===== src/rtl/twb_pkg.sv =====
package twb_pkg;

    typedef enum logic [2:0] {
        BC_NOP   = 3'd0,
        BC_START = 3'd1,
        BC_STOP  = 3'd2,
        BC_WRITE = 3'd3,
        BC_READ  = 3'd4
    } bit_cmd_e;

    typedef enum logic [2:0] {
        SQ_IDLE,
        SQ_START,
        SQ_DATA,
        SQ_ACK,
        SQ_STOP
    } seq_state_e;

    typedef struct packed {
        logic sta;
        logic sto;
        logic rd;
        logic wr;
        logic ack;
    } cmd_t;

    function automatic logic cmd_any(input cmd_t c);
        return c.sta | c.sto | c.rd | c.wr;
    endfunction

    function automatic logic cmd_has_byte(input cmd_t c);
        return c.rd | c.wr;
    endfunction

endpackage


===== src/rtl/twb_cmd_reg.sv =====
module twb_cmd_reg
    import twb_pkg::*;
#(
    parameter int unsigned DW = 8
) (
    input  logic          clk,
    input  logic          rst,
    input  logic          cmd_wr,
    input  cmd_t          cmd_in,
    input  logic          iack,
    input  logic [DW-1:0] tx_in,
    input  logic          done,
    input  logic          arb_lost,
    input  logic          rxack_upd,
    input  logic          rxack_val,
    output cmd_t          cmd_q,
    output logic          pending,
    output logic [DW-1:0] txr,
    output logic          irq,
    output logic          al,
    output logic          rxack
);

    logic accept;
    logic abort;

    assign accept = cmd_wr && !pending && cmd_any(cmd_in);
    assign abort  = arb_lost && pending;

    always_ff @(posedge clk) begin
        if (rst) begin
            cmd_q   <= '0;
            pending <= 1'b0;
            txr     <= '0;
            irq     <= 1'b0;
            al      <= 1'b0;
            rxack   <= 1'b0;
        end else begin
            if (accept) begin
                cmd_q   <= cmd_in;
                pending <= 1'b1;
                txr     <= tx_in;
            end else if (done || abort) begin
                cmd_q   <= '0;
                pending <= 1'b0;
            end

            if (done || abort) begin
                irq <= 1'b1;
            end else if (cmd_wr && iack) begin
                irq <= 1'b0;
            end

            if (abort) begin
                al <= 1'b1;
            end else if (accept) begin
                al <= 1'b0;
            end

            if (rxack_upd) begin
                rxack <= rxack_val;
            end
        end
    end

endmodule


===== src/rtl/twb_shifter.sv =====
module twb_shifter #(
    parameter int unsigned DW = 8
) (
    input  logic          clk,
    input  logic          rst,
    input  logic          load,
    input  logic [DW-1:0] load_val,
    input  logic          shift_en,
    input  logic          capture,
    input  logic          rxd,
    output logic          msb,
    output logic [DW-1:0] rx_data
);

    logic [DW-1:0] sh_q;

    assign msb = sh_q[DW-1];

    always_ff @(posedge clk) begin
        if (rst) begin
            sh_q    <= '0;
            rx_data <= '0;
        end else begin
            if (load) begin
                sh_q <= load_val;
            end else if (shift_en) begin
                sh_q <= {sh_q[DW-2:0], rxd};
            end
            if (capture) begin
                rx_data <= {sh_q[DW-2:0], rxd};
            end
        end
    end

endmodule


===== src/rtl/twb_seq.sv =====
module twb_seq
    import twb_pkg::*;
#(
    parameter int unsigned DW    = 8,
    parameter int unsigned CNT_W = $clog2(DW)
) (
    input  logic     clk,
    input  logic     rst,
    input  logic     pending,
    input  cmd_t     cmd_q,
    input  logic     bit_done,
    input  logic     bit_rxd,
    input  logic     arb_lost,
    input  logic     shift_msb,
    output logic     bit_req,
    output bit_cmd_e bit_cmd,
    output logic     bit_txd,
    output logic     load,
    output logic     shift_en,
    output logic     capture,
    output logic     done,
    output logic     rxack_upd,
    output logic     rxack_val
);

    localparam logic [CNT_W-1:0] LAST_BIT = CNT_W'(DW - 1);

    seq_state_e       state_q, state_d;
    logic [CNT_W-1:0] cnt_q;

    always_comb begin
        state_d   = state_q;
        load      = 1'b0;
        shift_en  = 1'b0;
        capture   = 1'b0;
        done      = 1'b0;
        rxack_upd = 1'b0;
        unique case (state_q)
            SQ_IDLE: begin
                if (pending) begin
                    if (cmd_q.sta) begin
                        state_d = SQ_START;
                    end else if (cmd_has_byte(cmd_q)) begin
                        state_d = SQ_DATA;
                        load    = 1'b1;
                    end else begin
                        state_d = SQ_STOP;
                    end
                end
            end
            SQ_START: begin
                if (bit_done) begin
                    if (cmd_has_byte(cmd_q)) begin
                        state_d = SQ_DATA;
                        load    = 1'b1;
                    end else if (cmd_q.sto) begin
                        state_d = SQ_STOP;
                    end else begin
                        state_d = SQ_IDLE;
                        done    = 1'b1;
                    end
                end
            end
            SQ_DATA: begin
                if (bit_done) begin
                    shift_en = 1'b1;
                    if (cnt_q == LAST_BIT) begin
                        state_d = SQ_ACK;
                        capture = !cmd_q.wr;
                    end
                end
            end
            SQ_ACK: begin
                if (bit_done) begin
                    rxack_upd = cmd_q.wr;
                    if (cmd_q.sto) begin
                        state_d = SQ_STOP;
                    end else begin
                        state_d = SQ_IDLE;
                        done    = 1'b1;
                    end
                end
            end
            SQ_STOP: begin
                if (bit_done) begin
                    state_d = SQ_IDLE;
                    done    = 1'b1;
                end
            end
            default: state_d = SQ_IDLE;
        endcase
        if (arb_lost) begin
            state_d   = SQ_IDLE;
            load      = 1'b0;
            shift_en  = 1'b0;
            capture   = 1'b0;
            done      = 1'b0;
            rxack_upd = 1'b0;
        end
    end

    assign rxack_val = bit_rxd;

    always_ff @(posedge clk) begin
        if (rst) begin
            state_q <= SQ_IDLE;
            cnt_q   <= '0;
        end else begin
            state_q <= state_d;
            if (load) begin
                cnt_q <= '0;
            end else if (shift_en) begin
                cnt_q <= cnt_q + 1'b1;
            end
        end
    end

    always_comb begin
        bit_req = (state_q != SQ_IDLE);
        bit_txd = 1'b1;
        unique case (state_q)
            SQ_START: bit_cmd = BC_START;
            SQ_STOP:  bit_cmd = BC_STOP;
            SQ_DATA: begin
                bit_cmd = cmd_q.wr ? BC_WRITE : BC_READ;
                if (cmd_q.wr) bit_txd = shift_msb;
            end
            SQ_ACK: begin
                bit_cmd = cmd_q.wr ? BC_READ : BC_WRITE;
                if (!cmd_q.wr) bit_txd = cmd_q.ack;
            end
            default:  bit_cmd = BC_NOP;
        endcase
    end

endmodule


===== src/rtl/twb_byte_ctrl.sv =====
module twb_byte_ctrl
    import twb_pkg::*;
#(
    parameter int unsigned DW = 8
) (
    input  logic          clk,
    input  logic          rst,
    input  logic          cmd_wr,
    input  logic          cmd_start,
    input  logic          cmd_stop,
    input  logic          cmd_read,
    input  logic          cmd_write,
    input  logic          cmd_ack,
    input  logic          cmd_iack,
    input  logic [DW-1:0] tx_data,
    output logic [DW-1:0] rx_data,
    output logic          st_tip,
    output logic          st_rxack,
    output logic          st_busy,
    output logic          st_al,
    output logic          irq,
    output logic          bit_req,
    output logic [2:0]    bit_cmd,
    output logic          bit_txd,
    input  logic          bit_done,
    input  logic          bit_rxd,
    input  logic          arb_lost,
    input  logic          bus_busy
);

    localparam int unsigned CNT_W = $clog2(DW);

    cmd_t          cmd_in;
    cmd_t          cmd_q;
    logic          pending;
    logic [DW-1:0] txr;
    logic          done;
    logic          rxack_upd;
    logic          rxack_val;
    logic          load;
    logic          shift_en;
    logic          capture;
    logic          shift_msb;
    bit_cmd_e      seq_cmd;

    assign cmd_in = '{sta: cmd_start, sto: cmd_stop, rd: cmd_read,
                      wr: cmd_write, ack: cmd_ack};

    twb_cmd_reg #(.DW(DW)) u_cmd (
        .clk       (clk),
        .rst       (rst),
        .cmd_wr    (cmd_wr),
        .cmd_in    (cmd_in),
        .iack      (cmd_iack),
        .tx_in     (tx_data),
        .done      (done),
        .arb_lost  (arb_lost),
        .rxack_upd (rxack_upd),
        .rxack_val (rxack_val),
        .cmd_q     (cmd_q),
        .pending   (pending),
        .txr       (txr),
        .irq       (irq),
        .al        (st_al),
        .rxack     (st_rxack)
    );

    twb_seq #(.DW(DW), .CNT_W(CNT_W)) u_seq (
        .clk       (clk),
        .rst       (rst),
        .pending   (pending),
        .cmd_q     (cmd_q),
        .bit_done  (bit_done),
        .bit_rxd   (bit_rxd),
        .arb_lost  (arb_lost),
        .shift_msb (shift_msb),
        .bit_req   (bit_req),
        .bit_cmd   (seq_cmd),
        .bit_txd   (bit_txd),
        .load      (load),
        .shift_en  (shift_en),
        .capture   (capture),
        .done      (done),
        .rxack_upd (rxack_upd),
        .rxack_val (rxack_val)
    );

    twb_shifter #(.DW(DW)) u_shift (
        .clk      (clk),
        .rst      (rst),
        .load     (load),
        .load_val (txr),
        .shift_en (shift_en),
        .capture  (capture),
        .rxd      (bit_rxd),
        .msb      (shift_msb),
        .rx_data  (rx_data)
    );

    assign bit_cmd = seq_cmd;
    assign st_tip  = pending;
    assign st_busy = bus_busy;

endmodule


===== config.mk =====
export PLATFORM = sky130hd
export DESIGN_NAME = twb_byte_ctrl
export DESIGN_NICKNAME = d
export VERILOG_FILES = /design/src/rtl/twb_pkg.sv /design/src/rtl/twb_cmd_reg.sv /design/src/rtl/twb_shifter.sv /design/src/rtl/twb_seq.sv /design/src/rtl/twb_byte_ctrl.sv
export SDC_FILE = /design/constraint.sdc
export NUM_CORES = 1
export LEC_CHECK = 0
export ABC_CLOCK_PERIOD_IN_PS = 1950
export BUFFER_PORTS_ARGS = -buffer_cell sky130_fd_sc_hd__buf_2
export CORE_MARGIN = 8
export CORE_UTILIZATION = 50
export DETAILED_ROUTE_END_ITERATION = 12
export PLACE_DENSITY = 0.86
export SYNTH_ARGS = -nofsm -noshare
export SYNTH_HDL_FRONTEND = slang
export SYNTH_SLANG_ARGS = --single-unit

===== constraint.sdc =====
create_clock -name clk -period 1.95 [get_ports clk]
set_input_delay 0.2925 -clock clk [delete_from_list [all_inputs] [get_ports clk]]
set_output_delay 0.2925 -clock clk [all_outputs]
set_load 0.005 [all_outputs]

==> results.py, run 1 <==
metrics = {
    "critical_path": {
        "path_class": "flip-flop to output port",
        "critPathLaunchType": "flip-flop",
        "critPathArrivalTime_ns": 1.52,
        "critPathCaptureType": "output port",
        "critPathMaxFanout": 11,
        "worstPathRequired_ns": 1.66,
    },
    "clock_tree": {
        "cts_buffers": 5,
        "clkTransAtPathRegs_ns": 0.12,
        "holdBufCountCts": 0,
        "clkSinkCount": 39,
        "clockBufferDepth": 2,
        "cts_setup_buffers": 0,
        "clock_latency_ns": 0.35,
        "cts_tree": "done",
        "clockRootBuffer": "clkbuf_4",
        "htree_levels": 2,
    },
    "timing": {
        "drv_slew": 0,
        "finalClockSkew_ns": 0.00742,
        "period_share_pct": 93.2,
        "rsz0062_at_grt": "no",
        "timing.final.crit_period_ns": 1.82,
        "setup_violations": 0,
        "hold_viol": 0,
        "fin_setup_tns_ns": 0,
        "max_freq_mhz": 550,
        "worst_slew_pin_slew_ns": 0.643,
        "relSlewSlack_pct": 57.0,
    },
    "grt": {
        "grt_pass1_wl_um": 6890,
        "gr-usage-met1_pct": 17.5,
        "globalRoute.totalOverflow": 0,
        "grt_max_degree": 37,
        "antenna_found_initial": 0,
        "grt_util_met3_pct": 3.07,
        "grt_pass1_vias": 1558,
        "grt_usage_pct": 13.8,
        "grtUsageMet2_pct": 21.7,
        "busiest_layer": "met2",
    },
    "logic_synthesis": {
        "yosysSeqAreaShare_pct": 42.8,
        "yosysTopAreaCell": "dfxtp_1",
        "synth_most_common_cell": "dfxtp_1",
        "synth.top_cell.area_share_pct": 42.8,
        "ys_async_sr_fraction_pct": 0,
        "synth_ff_type": "dfxtp_1",
        "netlist-cell-type-count": 42,
        "syn-cell-area_um2": 1830,
        "synth_common_cells": "dfxtp_1, nand2_1, a21oi_1",
        "ys_ff_latch": 39,
        "synth_area_leaders": "dfxtp_1, a21oi_1, mux2i_1, nand2_1, nor2_1",
        "yosys_warnings": 0,
        "syn-mean-instance-area_um2": 8.73,
        "synth_nets": 232,
        "synth_edf_count": 0,
        "synthCells": 209,
    },
    "routing": {
        "remaining_drc_errors": 0,
        "ant_nets": 0,
        "vias_per_cell": 5.43,
        "post_drt_wl_per_cell_um": 13.8,
        "first_pass_iters": 4,
        "first_iter_violations": 127,
        "vias": 1580,
        "wirelength_um": 4030,
    },
    "power": {
        "clkPwrFrac_pct": 35.2,
        "p_switching_uw": 385,
        "ir_drop_v": 0.000437,
        "pwr-share-seq_pct": 54.7,
        "p_leak_uw": 0.000864,
        "powerDensity_nw_per_um2": 735,
        "switching_share_pct": 25.0,
        "internal_power_uw": 1160,
        "p_comb_share_pct": 10.1,
        "finalPower_uw": 1540,
    },
    "floorplanning": {
        "std_cell_rows": 22,
        "ios": 39,
        "core_area_um2": 3580,
        "die_h_um": 76.4,
        "chipWidth_um": 76.4,
        "fp.dieArea_um2": 5840,
        "initial_core_util_pct": 51.0,
    },
    "flow_run": {
        "maxCapViolCount": 0,
    },
    "finish": {
        "final_cells": 291,
        "final_core_util_pct": 58.6,
        "multi_input_area_um2": 953,
        "n_fill_cell": 334,
        "seqCellArea_um2": 786,
        "area_growth_pct": 14.9,
        "insertedDiodeCount": 0,
        "drive_gt1_share_pct": 23.0,
        "nets": 265,
    },
    "min_path": {
        "hp-class": "input port to flip-flop",
    },
    "placed_design": {
        "place_congestion": 0.861,
        "post-dp-hpwl_um": 2980,
        "port_buffers": 36,
        "dp_cells": 283,
    },
    "run_status": {
        "status": "finished, final reports clean",
    },
}
==> final timing paths <==
check                                start                     endpoint  slack, ns  cells past startpoint
min reg2reg      u_cmd.txr[1]$_SDFFE_PP0N_    u_cmd.txr[1]$_SDFFE_PP0N_       0.47                      2
max          u_seq.state_q[0]$_SDFFE_PP0P_                   bit_cmd[1]       0.13                      5
max reg2reg  u_seq.state_q[1]$_SDFFE_PP0P_  u_seq.cnt_q[2]$_SDFFE_PP0P_       0.19                      4
min                             tx_data[5]    u_cmd.txr[5]$_SDFFE_PP0N_       0.17                      3
==> registers in the layout, indices dropped and copies added (netlist names) <==
| signal | count |
|---|---|
| u_cmd.al | 1 |
| u_cmd.cmd_q | 5 |
| u_cmd.irq | 1 |
| u_cmd.pending | 1 |
| u_cmd.rxack | 1 |
| u_cmd.txr | 8 |
| u_seq.cnt_q | 3 |
| u_seq.state_q | 3 |
| u_shift.rx_data | 8 |
| u_shift.sh_q | 8 |
==> cell usage in the layout (no fill, tap or decap), drive strengths merged, types with 8 or more instances in the layout <==
master  instances
nand3          10
buf            41
a22oi           9
nand2          26
mux2i          12
dfxtp          39
a21oi          25
nand2b          8
nor2           20
==> layout make-up <==
| class | instances | share of cell area, % |
|---|---|---|
| well taps | 48 | 2.86 |
| clock inverters | 3 | 2.09 |
| repair buffers | 41 | 10.4 |
| multi-input cells | 155 | 45.4 |
| clock buffers | 5 | 1.79 |
| flip-flops and latches | 39 | 37.4 |
==> cell families after synthesis <==
kind of cell / share of synthesized area [%]
xor+xnor: 1.44
flops: 42.8
buf+inv: 5.28
compound gates: 19.2
fa+ha+maj: 1.37
simple gates: 22.8
mux: 7.20
==> power by group through the flow <==
stage	clock network [µW]	logic (µW)	registers, µW
floorplan	0	112	852
global placement	0	152	861
detailed placement	0	156	862
CTS	547	157	844
global route	582	174	848
finish	543	156	843
==> through the flow <==
stage	hold slack [ns]	area (µm²)	worst slack (ns)
global route	0.159	2100	0.000830
global placement	0.451	2010	0.305
finish	0.168	2100	0.133
detailed placement	0.458	2010	0.210
floorplan	0.425	1830	0.574
CTS	0.159	2090	0.0170
==> critical path, stage by stage (launching register included) <==
cell and delay (ns):
dfxtp_4 0.42, buf_4 0.19, xor2_1 0.20, nand2_1 0.09, o21bai_1 0.15, buf_2 0.13
==> routing by layer <==
metal	vias up	wire (µm)
met5	-	0
met4	0	57
met3	5	224
met2	46	1860
met1	721	1890
li1	808	-
==> repair_timing <==
item,CTS,global route
endpoints found under the setup margin,1,1
gates resized for setup,2,2
gates cloned,0,0
Power figures use the tool's default switching activity.
==> inputs of run 2 (changes only) <==
--- a/config.mk
+++ b/config.mk
@@ -5,8 +5,9 @@
 export SDC_FILE = /design/constraint.sdc
 export NUM_CORES = 1
 export LEC_CHECK = 0
-export ABC_CLOCK_PERIOD_IN_PS = 1950
+export ABC_CLOCK_PERIOD_IN_PS = 1900
 export BUFFER_PORTS_ARGS = -buffer_cell sky130_fd_sc_hd__buf_2
+export CAP_MARGIN = 20
 export CORE_MARGIN = 8
 export CORE_UTILIZATION = 50
 export DETAILED_ROUTE_END_ITERATION = 12
@@ -14,3 +15,4 @@
 export SYNTH_ARGS = -nofsm -noshare
 export SYNTH_HDL_FRONTEND = slang
 export SYNTH_SLANG_ARGS = --single-unit
+export TNS_END_PERCENT = 30
==> constraint.sdc (replaced) <==
create_clock -name clk -period 1.9 [get_ports clk]
set_input_delay 0.285 -clock clk [delete_from_list [all_inputs] [get_ports clk]]
set_output_delay 0.285 -clock clk [all_outputs]
set_load 0.005 [all_outputs]
==> run 2 against run 1 <==
Clock skew up 0.0012 ns; worst setup slack improved by 0.019 ns; hold slack got worse by 0.0032 ns; critical endpoint unchanged; largest power group unchanged.
==> results.py, run 2 (synthesized netlist as in run 1, its figures left out) <==
metrics = {
    "clock_tree": {
        "clockBufferDepth": 2,
        "clkTransAtPathRegs_ns": 0.12,
        "cts_tree": "done",
        "htree_levels": 2,
        "cts_setup_buffers": 0,
        "clkSinkCount": 39,
        "clockRootBuffer": "clkbuf_4",
        "cts_buffers": 5,
        "clock_latency_ns": 0.35,
    },
    "timing": {
        "timing.final.crit_period_ns": 1.75,
        "rsz0062_at_grt": "no",
        "whs_ns": 0.165,
        "drv_slew": 0,
        "worst_slew_pin_slew_ns": 0.659,
        "setup_violations": 0,
        "finalClockSkew_ns": 0.00857,
        "period_share_pct": 92.0,
        "max_freq_mhz": 572,
        "hold_viol": 0,
        "fin_setup_tns_ns": 0,
        "relSlewSlack_pct": 55.9,
    },
    "floorplanning": {
        "std_cell_rows": 22,
        "initial_core_util_pct": 51.0,
        "core_area_um2": 3580,
        "ios": 39,
        "chipWidth_um": 76.4,
        "die_h_um": 76.4,
        "fp.dieArea_um2": 5840,
    },
    "routing": {
        "post_drt_wl_per_cell_um": 13.9,
        "first_pass_iters": 4,
        "first_iter_violations": 147,
        "vias": 1612,
        "remaining_drc_errors": 0,
        "vias_per_cell": 5.52,
        "ant_nets": 0,
        "wirelength_um": 4050,
    },
    "finish": {
        "n_fill_cell": 352,
        "final_core_util_pct": 58.0,
        "reg_top3": "u_cmd.txr x8, u_shift.rx_data x8, u_shift.sh_q x8",
        "final_area_um2": 2080,
        "insertedDiodeCount": 0,
        "nets": 266,
        "drive_gt1_share_pct": 23.4,
        "area_growth_pct": 13.8,
        "mostFrequentLayoutCells": "buf_2, dfxtp_1, nand2_1",
    },
    "critical_path": {
        "cpMaxStageDelayCell": "dfxtp_1",
        "critPathMaxFanout": 10,
        "worstPathRequired_ns": 1.62,
        "path_class": "flip-flop to output port",
        "critPathArrivalTime_ns": 1.46,
        "slowest_delay_ns": 0.56,
        "critPathLaunchType": "flip-flop",
        "critPathCaptureType": "output port",
        "path_cells": "xor2_1, nand2_1, o21bai_1, buf_2",
    },
    "grt": {
        "globalRoute.totalOverflow": 0,
        "grt_pass1_wl_um": 6980,
        "grt_usage_pct": 14.2,
        "grt_pass1_vias": 1523,
        "grt_max_degree": 37,
        "antenna_found_initial": 0,
    },
    "power": {
        "powerDensity_nw_per_um2": 692,
        "ir_drop_v": 0.000455,
        "finalPower_uw": 1440,
        "p_leak_uw": 0.000852,
    },
    "placed_design": {
        "place_area_um2": 2010,
        "place_congestion": 0.862,
        "port_buffers": 36,
        "post-dp-hpwl_um": 2950,
    },
    "min_path": {
        "hp-class": "input port to flip-flop",
    },
    "run_status": {
        "status": "finished, final reports clean",
    },
    "flow_run": {
        "maxCapViolCount": 0,
    },
}
## run 2: path summary, 6_finish.rpt
| check | slack [ns] | cells past startpoint | startpoint | endpoint |
|---|---|---|---|---|
| worst min register to register | 0.47 | 2 | u_cmd.txr[3]$_SDFFE_PP0N_ | u_cmd.txr[3]$_SDFFE_PP0N_ |
| worst min-delay path | 0.16 | 3 | tx_data[5] | u_cmd.txr[5]$_SDFFE_PP0N_ |
| worst max-delay path | 0.15 | 4 | u_cmd.cmd_q[1]$_SDFFE_PP0P_ | bit_cmd[1] |
| worst max register to register | 0.27 | 4 | u_cmd.pending$_SDFFE_PP0P_ | u_shift.sh_q[0]$_SDFFE_PP0P_ |
## run 2: final cells by class
type	count	area, µm²	area share, %
Clock buffer	6	41.3	1.99
Clock inverter	2	12.5	0.602
Multi-Input combinational cell	155	953	45.9
Sequential cell	39	785	37.8
Tap cell	48	60.1	2.89
Timing Repair Buffer	42	225	10.8
## run 2: repair_timing
| action | in CTS | in global routing |
|---|---|---|
| gates resized for setup | 1 | 3 |
| endpoints found under the setup margin | 1 | 4 |
| hold buffers | 0 | 0 |
## run 2: worst max-delay path, delay by kind of cell, from the launching register on
family / cells / cell delay (ns)
AND/OR/NAND/NOR: 1 / 0.07
AO/OA/AOI/OAI: 1 / 0.12
buffers and inverters: 1 / 0.13
flip-flops: 1 / 0.56
XOR/XNOR: 1 / 0.23
## run 2: power by group
group / internal [µW] / total, µW / switching (µW) / leakage, µW
Sequential: 842 / 871 / 28.9 / 0.000318
Combinational: 71.1 / 158 / 86.9 / 0.000506
Clock: 143 / 408 / 266 / 0.0000282
Total: 1060 / 1440 / 381 / 0.000852
## run 2: layer usage
layer | share of wire [%] | up-vias | wire length (µm) | track usage, %
met1 | 48 | 752 | 1960 | 18.5
li1 | - | 811 | - | -
met2 | 45 | 43 | 1810 | 21.3
met3 | 5.5 | 6 | 222 | 4.25
met4 | 1.6 | 0 | 63 | 5.38
met5 | 0 | - | 0 | 0
## run 2: per-stage QoR
stage,cells,setup WS (ns)
global route,292,0.0133
finish,292,0.151
floorplan,209,0.524
global placement,284,0.270
detailed placement,284,0.172
CTS,292,0.0556
